[src/rtl/segx_pkg.sv]
package segx_pkg;
  localparam int SEGX_AW = 32;
  localparam int SEGX_LW = 20;
  localparam int SEGX_IW = 13;

  typedef enum logic [1:0] {
    FLT_NONE    = 2'd0,
    FLT_NOTPRES = 2'd1,
    FLT_PRIV    = 2'd2,
    FLT_LIMIT   = 2'd3
  } flt_e;

  typedef struct packed {
    logic               present;
    logic [1:0]         dpl;
    logic [SEGX_LW-1:0] limit;
    logic [SEGX_AW-1:0] base;
  } seg_desc_t;
endpackage

[src/rtl/segx_sel_decode.sv]
module segx_sel_decode #(
  parameter int AW = segx_pkg::SEGX_AW,
  parameter int IW = segx_pkg::SEGX_IW
) (
  input  logic [15:0]   sel,
  input  logic [AW-1:0] gbl_base,
  input  logic [AW-1:0] lcl_base,
  output logic [AW-1:0] desc_addr
);
  localparam int SHIFT = 3;
  localparam int PAD   = AW - IW - SHIFT;

  logic [IW-1:0] idx;
  logic          tbl_local;
  logic [AW-1:0] tbl_base;
  logic [AW-1:0] idx_bytes;

  always_comb begin
    idx       = sel[SHIFT +: IW];
    tbl_local = sel[2];
    tbl_base  = tbl_local ? lcl_base : gbl_base;
    idx_bytes = {{PAD{1'b0}}, idx, {SHIFT{1'b0}}};
    desc_addr = tbl_base + idx_bytes;
  end
endmodule

[src/rtl/segx_desc_fetch.sv]
module segx_desc_fetch #(
  parameter int AW = segx_pkg::SEGX_AW,
  parameter int LW = segx_pkg::SEGX_LW
) (
  input  logic                clk,
  input  logic                rst_n,
  input  logic                start,
  input  logic [AW-1:0]       start_addr,
  input  logic                mem_rvalid,
  input  logic [AW-1:0]       mem_rdata,
  output logic                mem_req,
  output logic [AW-1:0]       mem_addr,
  output logic                done,
  output segx_pkg::seg_desc_t desc_out
);
  import segx_pkg::*;

  localparam int            WORD_BYTES = AW / 8;
  localparam logic [AW-1:0] HI_STEP    = AW'(WORD_BYTES);

  typedef enum logic [1:0] {F_IDLE, F_LO, F_HI} fst_e;

  fst_e          st_q, st_d;
  logic [AW-1:0] addr_q, addr_d;
  logic          addr_en;
  logic [AW-1:0] base_q;
  logic          base_en;

  always_comb begin
    st_d    = st_q;
    addr_d  = addr_q;
    addr_en = 1'b0;
    base_en = 1'b0;
    case (st_q)
      F_IDLE: if (start) begin
        st_d    = F_LO;
        addr_d  = start_addr;
        addr_en = 1'b1;
      end
      F_LO: if (mem_rvalid) begin
        st_d    = F_HI;
        addr_d  = addr_q + HI_STEP;
        addr_en = 1'b1;
        base_en = 1'b1;
      end
      F_HI: if (mem_rvalid) st_d = F_IDLE;
      default: st_d = F_IDLE;
    endcase
  end

  always_ff @(posedge clk or negedge rst_n) begin
    if (!rst_n) st_q <= F_IDLE;
    else        st_q <= st_d;
  end

  always_ff @(posedge clk or negedge rst_n) begin
    if (!rst_n)       addr_q <= '0;
    else if (addr_en) addr_q <= addr_d;
  end

  always_ff @(posedge clk or negedge rst_n) begin
    if (!rst_n)       base_q <= '0;
    else if (base_en) base_q <= mem_rdata;
  end

  always_comb begin
    mem_req          = (st_q != F_IDLE);
    mem_addr         = addr_q;
    done             = (st_q == F_HI) && mem_rvalid;
    desc_out.base    = base_q;
    desc_out.present = mem_rdata[AW-1];
    desc_out.dpl     = mem_rdata[AW-2 -: 2];
    desc_out.limit   = mem_rdata[LW-1:0];
  end

  assert_addr_hold_R10: assert property (@(posedge clk) disable iff (!rst_n)
    (mem_req && !mem_rvalid) |=> (mem_req && $stable(mem_addr)));

  assert_hi_after_lo_R1: assert property (@(posedge clk) disable iff (!rst_n)
    (st_q == F_LO && mem_rvalid) |=> (mem_req && mem_addr == $past(mem_addr) + HI_STEP));
endmodule

[src/rtl/segx_check.sv]
module segx_check #(
  parameter int AW = segx_pkg::SEGX_AW,
  parameter int LW = segx_pkg::SEGX_LW
) (
  input  segx_pkg::seg_desc_t desc,
  input  logic [AW-1:0]       off,
  input  logic [1:0]          cpl,
  output logic [1:0]          code,
  output logic [AW-1:0]       linear
);
  import segx_pkg::*;

  logic [AW-1:0] lim_ext;
  logic          off_over;
  logic          priv_bad;
  logic [AW-1:0] sum;

  generate
    if (AW > LW) begin : g_ext
      assign lim_ext = {{(AW-LW){1'b0}}, desc.limit};
    end else begin : g_same
      assign lim_ext = desc.limit[AW-1:0];
    end
  endgenerate

  always_comb begin
    off_over = (off > lim_ext);
    priv_bad = (cpl > desc.dpl);
    sum      = desc.base + off;
    if (!desc.present)  code = FLT_NOTPRES;
    else if (priv_bad)  code = FLT_PRIV;
    else if (off_over)  code = FLT_LIMIT;
    else                code = FLT_NONE;
    linear = (code == FLT_NONE) ? sum : '0;
  end
endmodule

[src/rtl/seg_xlate_unit.sv]
module seg_xlate_unit #(
  parameter int AW = segx_pkg::SEGX_AW,
  parameter int LW = segx_pkg::SEGX_LW,
  parameter int IW = segx_pkg::SEGX_IW
) (
  input  logic          clk,
  input  logic          rst_n,
  input  logic          req_valid,
  output logic          req_ready,
  input  logic [15:0]   req_sel,
  input  logic [AW-1:0] req_off,
  input  logic [1:0]    req_cpl,
  input  logic [AW-1:0] gdt_base,
  input  logic [AW-1:0] ldt_base,
  output logic          mem_req,
  output logic [AW-1:0] mem_addr,
  input  logic          mem_rvalid,
  input  logic [AW-1:0] mem_rdata,
  output logic          rsp_valid,
  input  logic          rsp_ready,
  output logic [AW-1:0] rsp_linear,
  output logic [1:0]    rsp_fault,
  output logic          fault_strobe
);
  import segx_pkg::*;

  typedef enum logic [1:0] {T_IDLE, T_FETCH, T_RESP} tst_e;

  tst_e          st_q, st_d;
  logic          accept;
  logic          rsp_load;
  logic [AW-1:0] dec_addr;
  logic [AW-1:0] off_q;
  logic [1:0]    cpl_q;
  logic          fetch_done;
  seg_desc_t     desc;
  logic [1:0]    chk_code;
  logic [AW-1:0] chk_lin;
  logic [AW-1:0] lin_q;
  logic [1:0]    code_q;
  logic          strobe_d, strobe_q;

  segx_sel_decode #(.AW(AW), .IW(IW)) u_dec (
    .sel       (req_sel),
    .gbl_base  (gdt_base),
    .lcl_base  (ldt_base),
    .desc_addr (dec_addr)
  );

  segx_desc_fetch #(.AW(AW), .LW(LW)) u_fetch (
    .clk        (clk),
    .rst_n      (rst_n),
    .start      (accept),
    .start_addr (dec_addr),
    .mem_rvalid (mem_rvalid),
    .mem_rdata  (mem_rdata),
    .mem_req    (mem_req),
    .mem_addr   (mem_addr),
    .done       (fetch_done),
    .desc_out   (desc)
  );

  segx_check #(.AW(AW), .LW(LW)) u_chk (
    .desc   (desc),
    .off    (off_q),
    .cpl    (cpl_q),
    .code   (chk_code),
    .linear (chk_lin)
  );

  always_comb begin
    st_d     = st_q;
    accept   = 1'b0;
    rsp_load = 1'b0;
    case (st_q)
      T_IDLE: if (req_valid) begin
        accept = 1'b1;
        st_d   = T_FETCH;
      end
      T_FETCH: if (fetch_done) begin
        rsp_load = 1'b1;
        st_d     = T_RESP;
      end
      T_RESP: if (rsp_ready) st_d = T_IDLE;
      default: st_d = T_IDLE;
    endcase
    strobe_d = rsp_load && (chk_code != FLT_NONE);
  end

  always_ff @(posedge clk or negedge rst_n) begin
    if (!rst_n) st_q <= T_IDLE;
    else        st_q <= st_d;
  end

  always_ff @(posedge clk or negedge rst_n) begin
    if (!rst_n) begin
      off_q <= '0;
      cpl_q <= '0;
    end else if (accept) begin
      off_q <= req_off;
      cpl_q <= req_cpl;
    end
  end

  always_ff @(posedge clk or negedge rst_n) begin
    if (!rst_n) begin
      lin_q  <= '0;
      code_q <= FLT_NONE;
    end else if (rsp_load) begin
      lin_q  <= chk_lin;
      code_q <= chk_code;
    end
  end

  always_ff @(posedge clk or negedge rst_n) begin
    if (!rst_n) strobe_q <= 1'b0;
    else        strobe_q <= strobe_d;
  end

  always_comb begin
    req_ready    = (st_q == T_IDLE);
    rsp_valid    = (st_q == T_RESP);
    rsp_linear   = lin_q;
    rsp_fault    = code_q;
    fault_strobe = strobe_q;
  end

  assert_rsp_hold_R11: assert property (@(posedge clk) disable iff (!rst_n)
    (rsp_valid && !rsp_ready) |=> (rsp_valid && $stable(rsp_linear) && $stable(rsp_fault)));

  assert_strobe_single_R8: assert property (@(posedge clk) disable iff (!rst_n)
    fault_strobe |=> !fault_strobe);

  assert_strobe_with_fault_R8: assert property (@(posedge clk) disable iff (!rst_n)
    fault_strobe |-> (rsp_valid && rsp_fault != FLT_NONE && rsp_linear == '0));

  assert_one_at_a_time_R9: assert property (@(posedge clk) disable iff (!rst_n)
    rsp_valid |-> (!mem_req && !req_ready));

  assert_resp_after_fetch_R10: assert property (@(posedge clk) disable iff (!rst_n)
    $rose(rsp_valid) |-> $past(mem_req && mem_rvalid));
endmodule

[config.mk]
export PLATFORM = sky130hd
export DESIGN_NAME = seg_xlate_unit
export DESIGN_NICKNAME = d
export VERILOG_FILES = /design/src/rtl/segx_pkg.sv /design/src/rtl/segx_sel_decode.sv /design/src/rtl/segx_desc_fetch.sv /design/src/rtl/segx_check.sv /design/src/rtl/seg_xlate_unit.sv
export SDC_FILE = /design/constraint.sdc
export NUM_CORES = 1
export LEC_CHECK = 0
export BUFFER_PORTS_ARGS = -buffer_cell sky130_fd_sc_hd__buf_2
export CORE_MARGIN = 5
export CORE_UTILIZATION = 40
export CTS_BUF_LIST = sky130_fd_sc_hd__clkbuf_4
export DETAILED_ROUTE_END_ITERATION = 12
export SETUP_SLACK_MARGIN = 0.5
export SLEW_MARGIN = 15
export SYNTH_ARGS = -nofsm -noshare
export SYNTH_HDL_FRONTEND = slang
export SYNTH_SLANG_ARGS = --single-unit
[constraint.sdc]
create_clock -name clk -period 4.7 [get_ports clk]
set_clock_uncertainty 0.15 [all_clocks]
set_input_delay 0 -clock clk [delete_from_list [all_inputs] [get_ports clk]]
set_output_delay 0 -clock clk [all_outputs]
set_load 0.01 [all_outputs]
==> impl_metrics.env <==
export IMPL_status="finished, final reports clean"
export IMPL_syn_area_um2=9110
export IMPL_track_usage_pct=21.7
export IMPL_yosysWarnings=0
export IMPL_critPathBufInv=3
export IMPL_grt_max_degree=95
export IMPL_cts_root_buf="clkbuf_4"
export IMPL_drt_iter0_drc=460
export IMPL_setup_viol=0
export IMPL_period_minus_slack_ns=3.81
export IMPL_wl_per_cell_um=16.5
export IMPL_fmax_ghz=0.262
export IMPL_synth_fp_nets=1249
export IMPL_drc=0
export IMPL_powerDensity_nw_per_um2=510
export IMPL_grt_pass1_vias=9248
export IMPL_synth_edff_count=0
export IMPL_portBuffers=218
export IMPL_initial_core_util_pct=40.5
export IMPL_antenna_found_initial=2
export IMPL_dieArea_um2=25900
export IMPL_yosysTopAreaCellShare_pct=37.6
export IMPL_postCtsHoldBufs=170
export IMPL_vias_per_cell=5.29
export IMPL_crit_slowest_cell="buf_2"
export IMPL_rows=55
export IMPL_nNetsFinal=1619
export IMPL_clk_pin_slew_ns=0.13
export IMPL_power_w=0.00632
export IMPL_vdd_drop_max_mv=0.194
export IMPL_cp_depth=13
export IMPL_tns_ns=0
export IMPL_required_ns=5.04
export IMPL_fillers=2042
export IMPL_crit_path_cell_trace="buf_2 -> mux2_2 -> ha_1 -> a21o_1 -> a21o_1 -> a211oi_1 -> o21bai_1 -> a21oi_1 -> o21bai_1 -> and4_1 -> dlygate4sd3_1 -> nor3_1 -> dlygate4sd3_1"
export IMPL_numClockSinks=137
export IMPL_seq_area_frac_synth_pct=37.6
export IMPL_min_path_type="in -> reg"
export IMPL_yosysUniqueCellTypes=61
export IMPL_postRouteAntennaNets=0
export IMPL_startpoint_type="input port"
export IMPL_ys_flop_type="dfrtp_1"
export IMPL_area_growth_pct=36.1
export IMPL_finalHoldViolCount=0
export IMPL_synth_area_per_cell_um2=8.85
export IMPL_fp_coreArea_um2=22500
export IMPL_worst_hold_slack_ns=0.0546
export IMPL_htree_levels=4
export IMPL_clk_path_buf_depth=2
export IMPL_synthCells=1029
export IMPL_clkLatencyLatePin_ns=0.54
export IMPL_async_reset_ff_share_pct=100
export IMPL_drv_slew=0
export IMPL_slew_headroom_pct=21.9
export IMPL_worst_pin_slew_ns=1.17
export IMPL_die_h_um=161
export IMPL_rr_worst_depth=8
export IMPL_wirelength_um=27900
export IMPL_place_gp_congestion=0.853
export IMPL_multi_input_area_um2=5370
export IMPL_die_w_um=161
export IMPL_grt_pass1_wl_um=46200
export IMPL_min_path_cells=6
export IMPL_cp_top_family="buffers and inverters"
export IMPL_dr_pass1_iters=4
export IMPL_ys_ff_latch=137
export IMPL_rsz0062_at_grt="no"
export IMPL_cts_resized=0
export IMPL_critPathMaxFanout=38
export IMPL_cp_arrival_ns=4.15
export IMPL_maxCapViolCount=0
export IMPL_post_cts_buffers=0
export IMPL_crit_type="in -> reg"
export IMPL_yosys_top_cells_area="dfrtp_1, ha_1, nand2_1"
export IMPL_grt_ovfl_total=0
export IMPL_drive_gt1_share_pct=22.4
export IMPL_cts_made_buffers=17
export IMPL_timing_final_crit_share_pct=81.2
export IMPL_yosys_area_top_type="dfrtp_1"
export IMPL_slowest_delay_ns=0.64
export IMPL_vias=8970
export IMPL_tritoncts="done"
export IMPL_io_pins=221
export IMPL_worstSetupEndpointType="register"
export IMPL_cellLeakagePower_nw=5.90
export IMPL_dp_hpwl_um=19700
export IMPL_regArea_um2=3430
cells by family (layout without fill, tap and decap cells):
logic type	count (synthesis)	in the layout	share of synthesized area, %
XOR/XNOR	48	48	4.61
AND/OR/NAND/NOR	328	328	16.7
AO/OA/AOI/OAI	298	298	20.1
adder cells (fa/ha/maj)	69	69	9.64
flip-flops	137	137	37.6
other	0	2	0
multiplexers	65	65	7.83
buffers and inverters	84	464	3.49
cells in the final DEF (no fill, tap or decap), types with 25 or more instances in the layout:
cell type      synthesis  routed
inv_1                 41      41
a21oi_1               90      90
dfrtp_1              137     137
buf_2                  1     217
a21o_1                25      25
ha_1                  67      67
dlygate4sd3_1          0     169
o21ai_0               89      89
mux2_2                50      50
nand3_1               28      28
nor2_1                53      52
xnor2_1               33      33
nand2_1              153     152
report_power, final:
group	internal [W]	total (W)	leakage, nW	switching, W
Combinational	0.00161	0.00365	4.07	0.00204
Clock	0.000250	0.000682	0.120	0.000432
Sequential	0.00159	0.00199	1.71	0.000394
sequential cells by signal, summed over array words and instances (netlist names):
signal	flops
u_fetch.st_q	2
u_fetch.mem_addr	32
st_q	2
cpl_q	2
u_fetch.base_q	32
off_q	32
fault_strobe	1
rsp_linear	32
rsp_fault	2
synthesized netlist by cell type, drive strengths merged, types with 25 or more instances:
| master | count |
|---|---|
| nand2 | 153 |
| dfrtp | 137 |
| a21oi | 90 |
| o21ai | 89 |
| ha | 67 |
| nor2 | 53 |
| mux2 | 50 |
| inv | 41 |
| clkbuf | 35 |
| xnor2 | 33 |
| nand3 | 28 |
| a21o | 25 |
routing by layer:
metal / vias up / GRT usage, % / part of all wire, %
met2: 274 / 37.5 / 49
met3: 33 / 5.59 / 6.6
li1: 4468 / - / -
met5: - / 0 / 0
met4: 0 / 6.32 / 1.7
met1: 4195 / 26.8 / 43
path summary, 6_finish.rpt:
check,startpoint,end,slack [ns]
hold reg to reg,rsp_linear[5],rsp_linear[5],0.33
min in group asynchronous,rst_n,rsp_linear[27],0.41
max in group asynchronous,rst_n,rsp_linear[0],3.50
setup reg to reg,st_q[0],u_fetch.mem_addr[12],0.97
hold / removal,gdt_base[5],u_fetch.mem_addr[5],0.05
setup / recovery,req_sel[2],u_fetch.mem_addr[12],0.89
metrics by stage:
step / setup slack (ns) / instance area (µm²) / utilization [%] / instances
after global routing: 0.675 / 12400 / 55.1 / 1696
after CTS: 1.00 / 12400 / 55.1 / 1694
after floorplan: 0.930 / 9110 / - / 1029
final: 0.885 / 12400 / 55.1 / 1696
after global placement: 1.27 / 10500 / 46.5 / 1495
after detailed placement: 1.16 / 10500 / 46.5 / 1495
area by class of cell:
cell class              count  share of cell area [%]
repair buffers            394                    23.1
diodes                      2                  0.0404
well taps                 285                    2.88
multi-input cells         808                    43.3
clock inverters            11                   0.686
clock buffers              18                    1.09
inverters                  41                    1.24
flip-flops and latches    137                    27.7
worst register-to-register path, stage by stage, from the launching register on:
cell and delay [ns]:
dfrtp_1 0.41, nor2_1 0.09, and2_2 0.20, nand2_1 0.36
nand2_1 0.69, and4_1 0.47, dlygate4sd3_1 0.56, nor3_1 0.20
dlygate4sd3_1 0.58
Power figures use the tool's default switching activity.
